$ cat src/rtl/badblk_pkg.sv
// Shared definitions for the bad-block scanner.
// Assumes: marker bytes read FFh when the location was never written.
package badblk_pkg;
    typedef enum logic [1:0] {
        SC_IDLE  = 2'd0,
        SC_ISSUE = 2'd1,
        SC_WAIT  = 2'd2
    } scan_state_t;

    localparam logic [7:0] ERASED_BYTE = 8'hFF;
endpackage

$ cat src/rtl/badblk_addr_gen.sv
// Builds the byte address of a marker from a block number and a page index.
// Assumes: the marker is at column 0 and the page index fits below the block field.
module badblk_addr_gen #(
    parameter int BLK_W      = 7,
    parameter int ADDR_W     = 19,
    parameter int BLK_SHIFT  = 12,
    parameter int PAGE_SHIFT = 7
) (
    input  logic [BLK_W-1:0]  blk,
    input  logic              pg,
    output logic [ADDR_W-1:0] addr
);
    localparam logic [ADDR_W-1:0] ONE = ADDR_W'(1);

    // Place the block and page fields; every column bit stays 0.
    always_comb begin
        addr = (ADDR_W'(blk) << BLK_SHIFT) | (pg ? (ONE << PAGE_SHIFT) : '0);
    end
endmodule

$ cat src/rtl/badblk_scan_fsm.sv
// Walks every block, issues marker reads and decides which blocks to condemn.
// Assumes: one response per request, a response arrives at least one cycle
// after its request, and block 0 is exempt from marking.
module badblk_scan_fsm
    import badblk_pkg::*;
#(
    parameter int NUM_BLOCKS = 128,
    parameter int BLK_W      = 7
) (
    input  logic             clk,
    input  logic             rst_n,
    input  logic             start,
    input  logic             resp_valid,
    input  logic [7:0]       resp_data,
    output logic             req_valid,
    output logic [BLK_W-1:0] blk,
    output logic             pg,
    output logic             busy,
    output logic             done,
    output logic             clr,
    output logic             mark_we
);
    localparam logic [BLK_W-1:0] LAST_BLK = BLK_W'(NUM_BLOCKS - 1);

    scan_state_t state;
    logic        marker_bad;

    // Classify the returned marker byte.
    always_comb marker_bad = (resp_data != ERASED_BYTE);

    // Sequence the scan through blocks and pages.
    always_ff @(posedge clk) begin
        if (!rst_n) begin
            state <= SC_IDLE;
            blk   <= '0;
            pg    <= 1'b0;
            done  <= 1'b0;
        end else begin
            case (state)
                SC_IDLE: begin
                    if (start) begin
                        state <= SC_ISSUE;
                        blk   <= '0;
                        pg    <= 1'b0;
                        done  <= 1'b0;
                    end
                end
                SC_ISSUE: state <= SC_WAIT;
                SC_WAIT: begin
                    if (resp_valid) begin
                        if (!pg && !marker_bad) begin
                            pg    <= 1'b1;
                            state <= SC_ISSUE;
                        end else if (blk == LAST_BLK) begin
                            state <= SC_IDLE;
                            done  <= 1'b1;
                        end else begin
                            blk   <= blk + 1'b1;
                            pg    <= 1'b0;
                            state <= SC_ISSUE;
                        end
                    end
                end
                default: state <= SC_IDLE;
            endcase
        end
    end

    // Decode the control strobes from the current state.
    always_comb begin
        req_valid = (state == SC_ISSUE);
        busy      = (state != SC_IDLE);
        clr       = (state == SC_IDLE) && start;
        mark_we   = (state == SC_WAIT) && resp_valid && marker_bad && (blk != '0);
    end
endmodule

$ cat src/rtl/badblk_table.sv
// Holds one invalid bit per block, counts the marked blocks and answers lookups.
// Assumes: clr and mark_we never occur in the same cycle.
module badblk_table #(
    parameter int NUM_BLOCKS = 128,
    parameter int BLK_W      = 7,
    parameter int MAX_BAD    = 3
) (
    input  logic             clk,
    input  logic             rst_n,
    input  logic             clr,
    input  logic             mark_we,
    input  logic [BLK_W-1:0] mark_blk,
    input  logic             done,
    input  logic [BLK_W-1:0] lookup_blk,
    output logic             lookup_ok,
    output logic             excess_bad
);
    localparam int CNT_W = $clog2(NUM_BLOCKS + 1);
    localparam logic [CNT_W-1:0] CNT_MAX = CNT_W'(NUM_BLOCKS);

    logic [NUM_BLOCKS-1:0] bad_bits;
    logic [CNT_W-1:0]      bad_cnt;

    // One storage cell per block, set by a matching mark strobe.
    for (genvar i = 0; i < NUM_BLOCKS; i++) begin : g_cell
        always_ff @(posedge clk) begin
            if (!rst_n || clr) begin
                bad_bits[i] <= 1'b0;
            end else if (mark_we && (mark_blk == BLK_W'(i))) begin
                bad_bits[i] <= 1'b1;
            end
        end
    end

    // Count the condemned blocks, saturating at the array size.
    always_ff @(posedge clk) begin
        if (!rst_n || clr) begin
            bad_cnt <= '0;
        end else if (mark_we && bad_cnt != CNT_MAX) begin
            bad_cnt <= bad_cnt + 1'b1;
        end
    end

    // Register the usability answer for the queried block.
    always_ff @(posedge clk) begin
        if (!rst_n) begin
            lookup_ok <= 1'b0;
        end else begin
            lookup_ok <= done && !bad_bits[lookup_blk];
        end
    end

    // Flag an implausible number of bad blocks.
    always_comb excess_bad = (bad_cnt > CNT_W'(MAX_BAD));
endmodule

$ cat src/rtl/badblk_scanner.sv
// Top level: start-up scanner that builds the factory bad-block table.
// Assumes: a controller answers each req_valid pulse with one resp_valid pulse.
module badblk_scanner #(
    parameter int NUM_BLOCKS = 128,
    parameter int ADDR_W     = 19,
    parameter int BLK_SHIFT  = 12,
    parameter int PAGE_SHIFT = 7,
    parameter int MAX_BAD    = 3
) (
    input  logic                          clk,
    input  logic                          rst_n,
    input  logic                          start,
    output logic                          req_valid,
    output logic [ADDR_W-1:0]             req_addr,
    input  logic                          resp_valid,
    input  logic [7:0]                    resp_data,
    output logic                          busy,
    output logic                          done,
    input  logic [$clog2(NUM_BLOCKS)-1:0] lookup_blk,
    output logic                          lookup_ok,
    output logic                          excess_bad
);
    localparam int BLK_W = $clog2(NUM_BLOCKS);

    logic [BLK_W-1:0] cur_blk;
    logic             cur_pg;
    logic             tbl_clr;
    logic             tbl_we;

    badblk_scan_fsm #(
        .NUM_BLOCKS (NUM_BLOCKS),
        .BLK_W      (BLK_W)
    ) u_fsm (
        .clk        (clk),
        .rst_n      (rst_n),
        .start      (start),
        .resp_valid (resp_valid),
        .resp_data  (resp_data),
        .req_valid  (req_valid),
        .blk        (cur_blk),
        .pg         (cur_pg),
        .busy       (busy),
        .done       (done),
        .clr        (tbl_clr),
        .mark_we    (tbl_we)
    );

    badblk_addr_gen #(
        .BLK_W      (BLK_W),
        .ADDR_W     (ADDR_W),
        .BLK_SHIFT  (BLK_SHIFT),
        .PAGE_SHIFT (PAGE_SHIFT)
    ) u_addr (
        .blk  (cur_blk),
        .pg   (cur_pg),
        .addr (req_addr)
    );

    badblk_table #(
        .NUM_BLOCKS (NUM_BLOCKS),
        .BLK_W      (BLK_W),
        .MAX_BAD    (MAX_BAD)
    ) u_table (
        .clk        (clk),
        .rst_n      (rst_n),
        .clr        (tbl_clr),
        .mark_we    (tbl_we),
        .mark_blk   (cur_blk),
        .done       (done),
        .lookup_blk (lookup_blk),
        .lookup_ok  (lookup_ok),
        .excess_bad (excess_bad)
    );
endmodule

$ cat config.mk
export PLATFORM = sky130hd
export DESIGN_NAME = badblk_scanner
export DESIGN_NICKNAME = d
export VERILOG_FILES = /design/src/rtl/badblk_pkg.sv /design/src/rtl/badblk_addr_gen.sv /design/src/rtl/badblk_scan_fsm.sv /design/src/rtl/badblk_table.sv /design/src/rtl/badblk_scanner.sv
export SDC_FILE = /design/constraint.sdc
export NUM_CORES = 1
export LEC_CHECK = 0
export BUFFER_PORTS_ARGS = -buffer_cell sky130_fd_sc_hd__buf_2
export CAP_MARGIN = 25
export CORE_MARGIN = 3
export CORE_UTILIZATION = 45
export CTS_CLUSTER_DIAMETER = 80
export DETAILED_ROUTE_END_ITERATION = 12
export GPL_TIMING_DRIVEN = 0
export PLACE_DENSITY_LB_ADDON = 0.12
export SYNTH_ARGS = -nofsm -noshare
export SYNTH_HDL_FRONTEND = slang
export SYNTH_SLANG_ARGS = --single-unit
export TNS_END_PERCENT = 20
$ cat constraint.sdc
create_clock -name clk -period 2.6 [get_ports clk]
set_input_delay 0.26 -clock clk [delete_from_list [all_inputs] [get_ports clk]]
set_output_delay 0.26 -clock clk [all_outputs]
set_load 0.01 [all_outputs]
* After elaboration in Yosys (flattened, before gate mapping)
Cells that the tools add are included.
** Storage, ports and cells
- Flip-flop bits (word level) :: 148
- Output and inout port bits :: 24
** Cells by class
- Bitwise operators :: 1
- Reduce and logical (&&, ||, !) cells :: 149
- Order comparisons :: 2
- Multiplexer cells :: 22
- Equal/unequal tests :: 137
- $add $sub $neg :: 2
** Operator list (count)
- equality test 7 bit (second input constant) :: 64
- equality test 7 x 6 -> 1 bit (second input constant) :: 32
- logical AND 1 bit :: 135
- equality test 7 x 5 -> 1 bit (second input constant) :: 16
- equality test 7 x 4 -> 1 bit (second input constant) :: 8
- equality test 7 x 3 -> 1 bit (second input constant) :: 4
- 2-to-1 mux 7 bit :: 4
- OR 19 x 8 -> 19 bit :: 1
- != test 8 bit (second input constant) :: 2
- equality test 7 x 2 -> 1 bit (second input constant) :: 2
- case mux 7 bit (2 select lines) :: 1
- AND reduction 5 bit :: 2
- 2-to-1 mux 1 bit :: 9
- adder 8 x 1 -> 8 bit (second input constant) :: 1
- > comparator 8 x 2 -> 1 bit (second input constant) :: 1
- less-than comparator 7 x 8 -> 1 bit (second input constant) :: 1
- 2-to-1 mux 8 bit :: 1
- != test 2 bit (second input constant) :: 4
- adder 7 x 1 -> 7 bit (second input constant) :: 1
- binary-select mux 1 bit (select 7 bit) :: 1
- equality test 7 x 1 -> 1 bit (second input constant) :: 1
- zero test 7 bit :: 1
- nonzero test 7 bit :: 1
- 2-to-1 mux 2 bit :: 3
- 12 further kinds :: 17

* Depth between registers and ports, before layout
- Depth in word-level cells :: 6
- Depth in mapped cells :: 8
- Depth with buffers taken out :: 7

* Cells and area by module
A second synthesis with hierarchy kept.
** Unflattened totals
- Cell total of the unflattened synthesis :: 702
- Area total of the unflattened synthesis :: 6444.9 um^2
** By module, submodules not included
- badblk_table :: cells an instance 592, area each 5585.4 um^2, times used 1
- badblk_scan_fsm :: cells an instance 90, area each 713.2 um^2, times used 1
- badblk_addr_gen :: cells an instance 20, area each 146.4 um^2, times used 1

* Least setup slack after synthesis
No wires, ideal clock.
- Kind :: register to register
- From :: register u_fsm.blk[0]
- To :: register u_table.bad_cnt[5]
- Stages on the path, launching flop included :: 8
- Data arrival time :: 2.036 ns
- Path buffers :: 0
- Library setup time :: 0.070 ns
- Setup slack :: 0.493 ns
- Cells stage by stage :: dfxtp_1 > inv_1 > ha_1 > nor3b_1 > o2bb2a_1 > nand3_1 > or4_1 > a21oi_1
** On the way
- Longest elaborated chain between the ends :: 3
** RTL lines
- start: declaration :: RTL line badblk_scan_fsm.sv:16 : output logic [BLK_W-1:0] blk,
- start signal: assignment :: RTL line badblk_scan_fsm.sv:58 : blk <= blk + 1'b1;
- nonzero test 7 bit :: RTL line badblk_scan_fsm.sv:74 : mark_we = (state == SC_WAIT) && resp_valid && marker_bad && (blk != '0);
- logical AND 1 bit :: RTL line badblk_scan_fsm.sv:74
- logical AND 1 bit :: RTL line badblk_table.sv:39 : end else if (mark_we && bad_cnt != CNT_MAX) begin
- end signal: assignment :: RTL line badblk_table.sv:40 : bad_cnt <= bad_cnt + 1'b1;
- end: declaration :: RTL line badblk_table.sv:22 : logic [CNT_W-1:0] bad_cnt;
No other way between the ends.
A chain may end at the register's enable or synchronous reset.

* Worst setup path in the final report
- From :: register u_fsm.blk[0]
- To :: register u_table.bad_cnt[7]
Same word-level chain as after synthesis.

==> impl_metrics.json <==
{
  "dieArea_mm2": 0.0157,
  "ir_worst_vdd_v": 0.000491,
  "path_max_fanout": 7,
  "slew_headroom_pct": 31.5,
  "period_needed_ns": 2.46,
  "worst_pin_slew_ns": 1.02,
  "ys_async_sr_fraction_pct": 0,
  "cts_tree": "built",
  "final_common_cell": "dfxtp_1",
  "fp-row-count": 42,
  "ctsHoldBuffers": 0,
  "synth_edf_count": 0,
  "htreeDepth": 4,
  "root_buffer": "clkbuf_16",
  "fillers": 1261,
  "crit_type": "reg -> reg",
  "power_density_mw_per_mm2": 664,
  "antenna_found_initial": 0,
  "gp_congestion": 0.910,
  "grt-ovfl-total": 0,
  "hold_viol": 0,
  "num_vias": 5539,
  "synth_seq_cells": 148,
  "grt_pass1_wl_um": 30300,
  "io_buffers": 28,
  "cts_setup_buffers": 0,
  "core_area_mm2": 0.0136,
  "start_util_pct": 47.1,
  "ios": 43,
  "timing.hold.ws_ns": 0.104,
  "cts_made_buffers": 17,
  "maxSlewViolCount": 0,
  "ys_warn_count": 0,
  "clkSinkCount": 148,
  "fin_util_pct": 54.3,
  "cts_resized": 0,
  "setup_viol": 0,
  "finClkSkew_ns": 0.00643,
  "num_antenna_cells": 0,
  "dp_hpwl_um": 13400,
  "drt_iter0_markers": 500,
  "synthFlopType": "dfxtp_1",
  "route.detailed.drc": 0,
  "syn_avg_cell_area_um2": 9.14,
  "first_pass_iters": 5,
  "drt-vias-per-instance": 5.86,
  "grt_setup_unrepaired": "yes",
  "area_delta_synth_final_pct": 15.3,
  "status": "finished clean",
  "grt_max_degree": 17,
  "min_period_over_period_pct": 94.4,
  "rrSetupSlack_ns": 0.14,
  "fp.dieW_um": 125,
  "synth.distinct_cells": 53,
  "drt-wirelength-per-cell_um": 20.7,
  "syn_inst": 699,
  "cp_data_required_time_ns": 2.96,
  "setup_tns_ns": 0,
  "grt_usage_pct": 25.5,
  "end_kind": "register",
  "cellLeakagePower_nw": 2.71,
  "worst_setup_path_start_kind": "register",
  "cp.arrival_ns": 2.81,
  "grt_pass1_vias": 5306,
  "fmax_ghz": 0.407,
  "layout-drive-gt1-share_pct": 17.8,
  "clock_latency_ns": 0.43,
  "cts_buffer_depth": 2,
  "hp-class": "in -> reg",
  "netlist_area_mm2": 0.00639,
  "wl_um": 19600,
  "path_clk_slew_ns": 0.06,
  "yosysSeqAreaShare_pct": 46.4,
  "die_h_um": 125,
  "fin_nets": 782,
  "final_antenna_net_count": 0,
  "cap_violations": 0,
  "final_cell_mix": "148 x dfxtp_1, 147 x nor2_1, 125 x a21oi_1"
}
[kinds of logic after synthesis]
| logic type | after synthesis | share of synthesized area [%] |
|---|---|---|
| buffers and inverters | 80 | 5.94 |
| AOI/OAI and AO/OA | 181 | 16.2 |
| adders and majority gates | 6 | 1.18 |
| xor gates and xnor gates | 5 | 0.686 |
| muxes | 37 | 11.8 |
| DFF | 148 | 46.4 |
| other | 1 | 0.0587 |
| and+or+nand+nor | 241 | 17.8 |
[synth_stat cells, drive strengths merged (2+ instances only)]
library cell	n	area (um2)
or3	4	25.0
nor3	11	60.1
clkbuf	33	124
a221oi	2	17.5
and2b	2	17.5
dfxtp	148	2960
nor2	147	552
nand2b	2	12.5
nor4	2	18.8
a211oi	3	22.5
o31ai	5	37.5
mux2i	3	30.0
or4	6	45.0
nor3b	3	22.5
or2	2	12.5
inv	14	52.6
o22ai	2	12.5
nand4	6	37.5
nor2b	5	31.3
o21a	4	30.0
a31oi	16	100
ha	6	75.1
and3	9	56.3
mux2	4	45.0
buf	33	203
nand2	16	60.1
and3b	2	18.8
o21ai	7	38.8
and2	12	75.1
mux4	30	676
a21oi	125	626
nand3	8	40.0
xnor2	5	43.8
a22oi	11	82.6
[registers in the layout, summed over array words and instances, names as in the netlist]
name	flops
u_fsm.blk	7
u_fsm.done	1
u_fsm.pg	1
u_fsm.state	2
u_table.bad_bits	128
u_table.bad_cnt	8
u_table.lookup_ok	1
[metrics by stage]
step	power (W)	setup WS, ns	std cells	cell area, um2
6_report	0.00489	0.145	945	7360
5_1_grt	0.00504	-0.0294	945	7360
4_1_cts	0.00492	0.0920	945	7360
3_5_place_dp	0.00257	0.109	914	6800
3_3_place_gp	0.00256	0.0931	913	6780
2_1_floorplan	0.00248	0.493	709	6420
[routing by layer]
metal	GRT usage (%)	wire length, um	up-vias
li1	-	-	2566
met4	7.27	297	0
met3	7.33	1540	27
met2	40.4	9230	211
met5	0	0	-
met1	34.2	8540	2735
[worst paths after layout]
| kind | from | endpoint | cells past startpoint |
|---|---|---|---|
| setup / recovery | u_fsm.blk[0]$_SDFFE_PN0P_ | u_table.bad_cnt[7]$_SDFFE_PP0P_ | 7 |
| hold / removal | rst_n | u_fsm.state[1]$_SDFFE_PN0P_ | 2 |
| setup reg to reg | u_fsm.blk[0]$_SDFFE_PN0P_ | u_table.bad_cnt[7]$_SDFFE_PP0P_ | 7 |
| hold reg to reg | u_table.bad_bits[50]$_SDFFE_PP0P_ | u_table.bad_bits[50]$_SDFFE_PP0P_ | 2 |
[final cells by class]
type,count,area [um2],share of cell area [%]
multi-input combinational,481,3090,41.9
tap,176,220,2.99
timing repair buffer,29,148,2.01
clock inverter,14,139,1.89
clock buffer,17,425,5.78
sequential,148,2960,40.2
inverter,14,52.6,0.714
buffer,66,328,4.45
[worst max-delay path, stage by stage, from the launching register on]
cell      delay (ns)
dfxtp_1         0.44
inv_1           0.10
ha_1            0.26
nor3b_1         0.19
o2bb2a_1        0.43
nand3_1         0.26
or4_1           0.56
a21oi_1         0.15
[report_power, final]
| group | leakage (nW) | switching (W) | internal [W] |
|---|---|---|---|
| registers | 1.19 | 0.00000386 | 0.00227 |
| clock network | 0.274 | 0.000971 | 0.00140 |
| logic | 1.24 | 0.000168 | 0.0000770 |
Power figures use the tool's default switching activity.
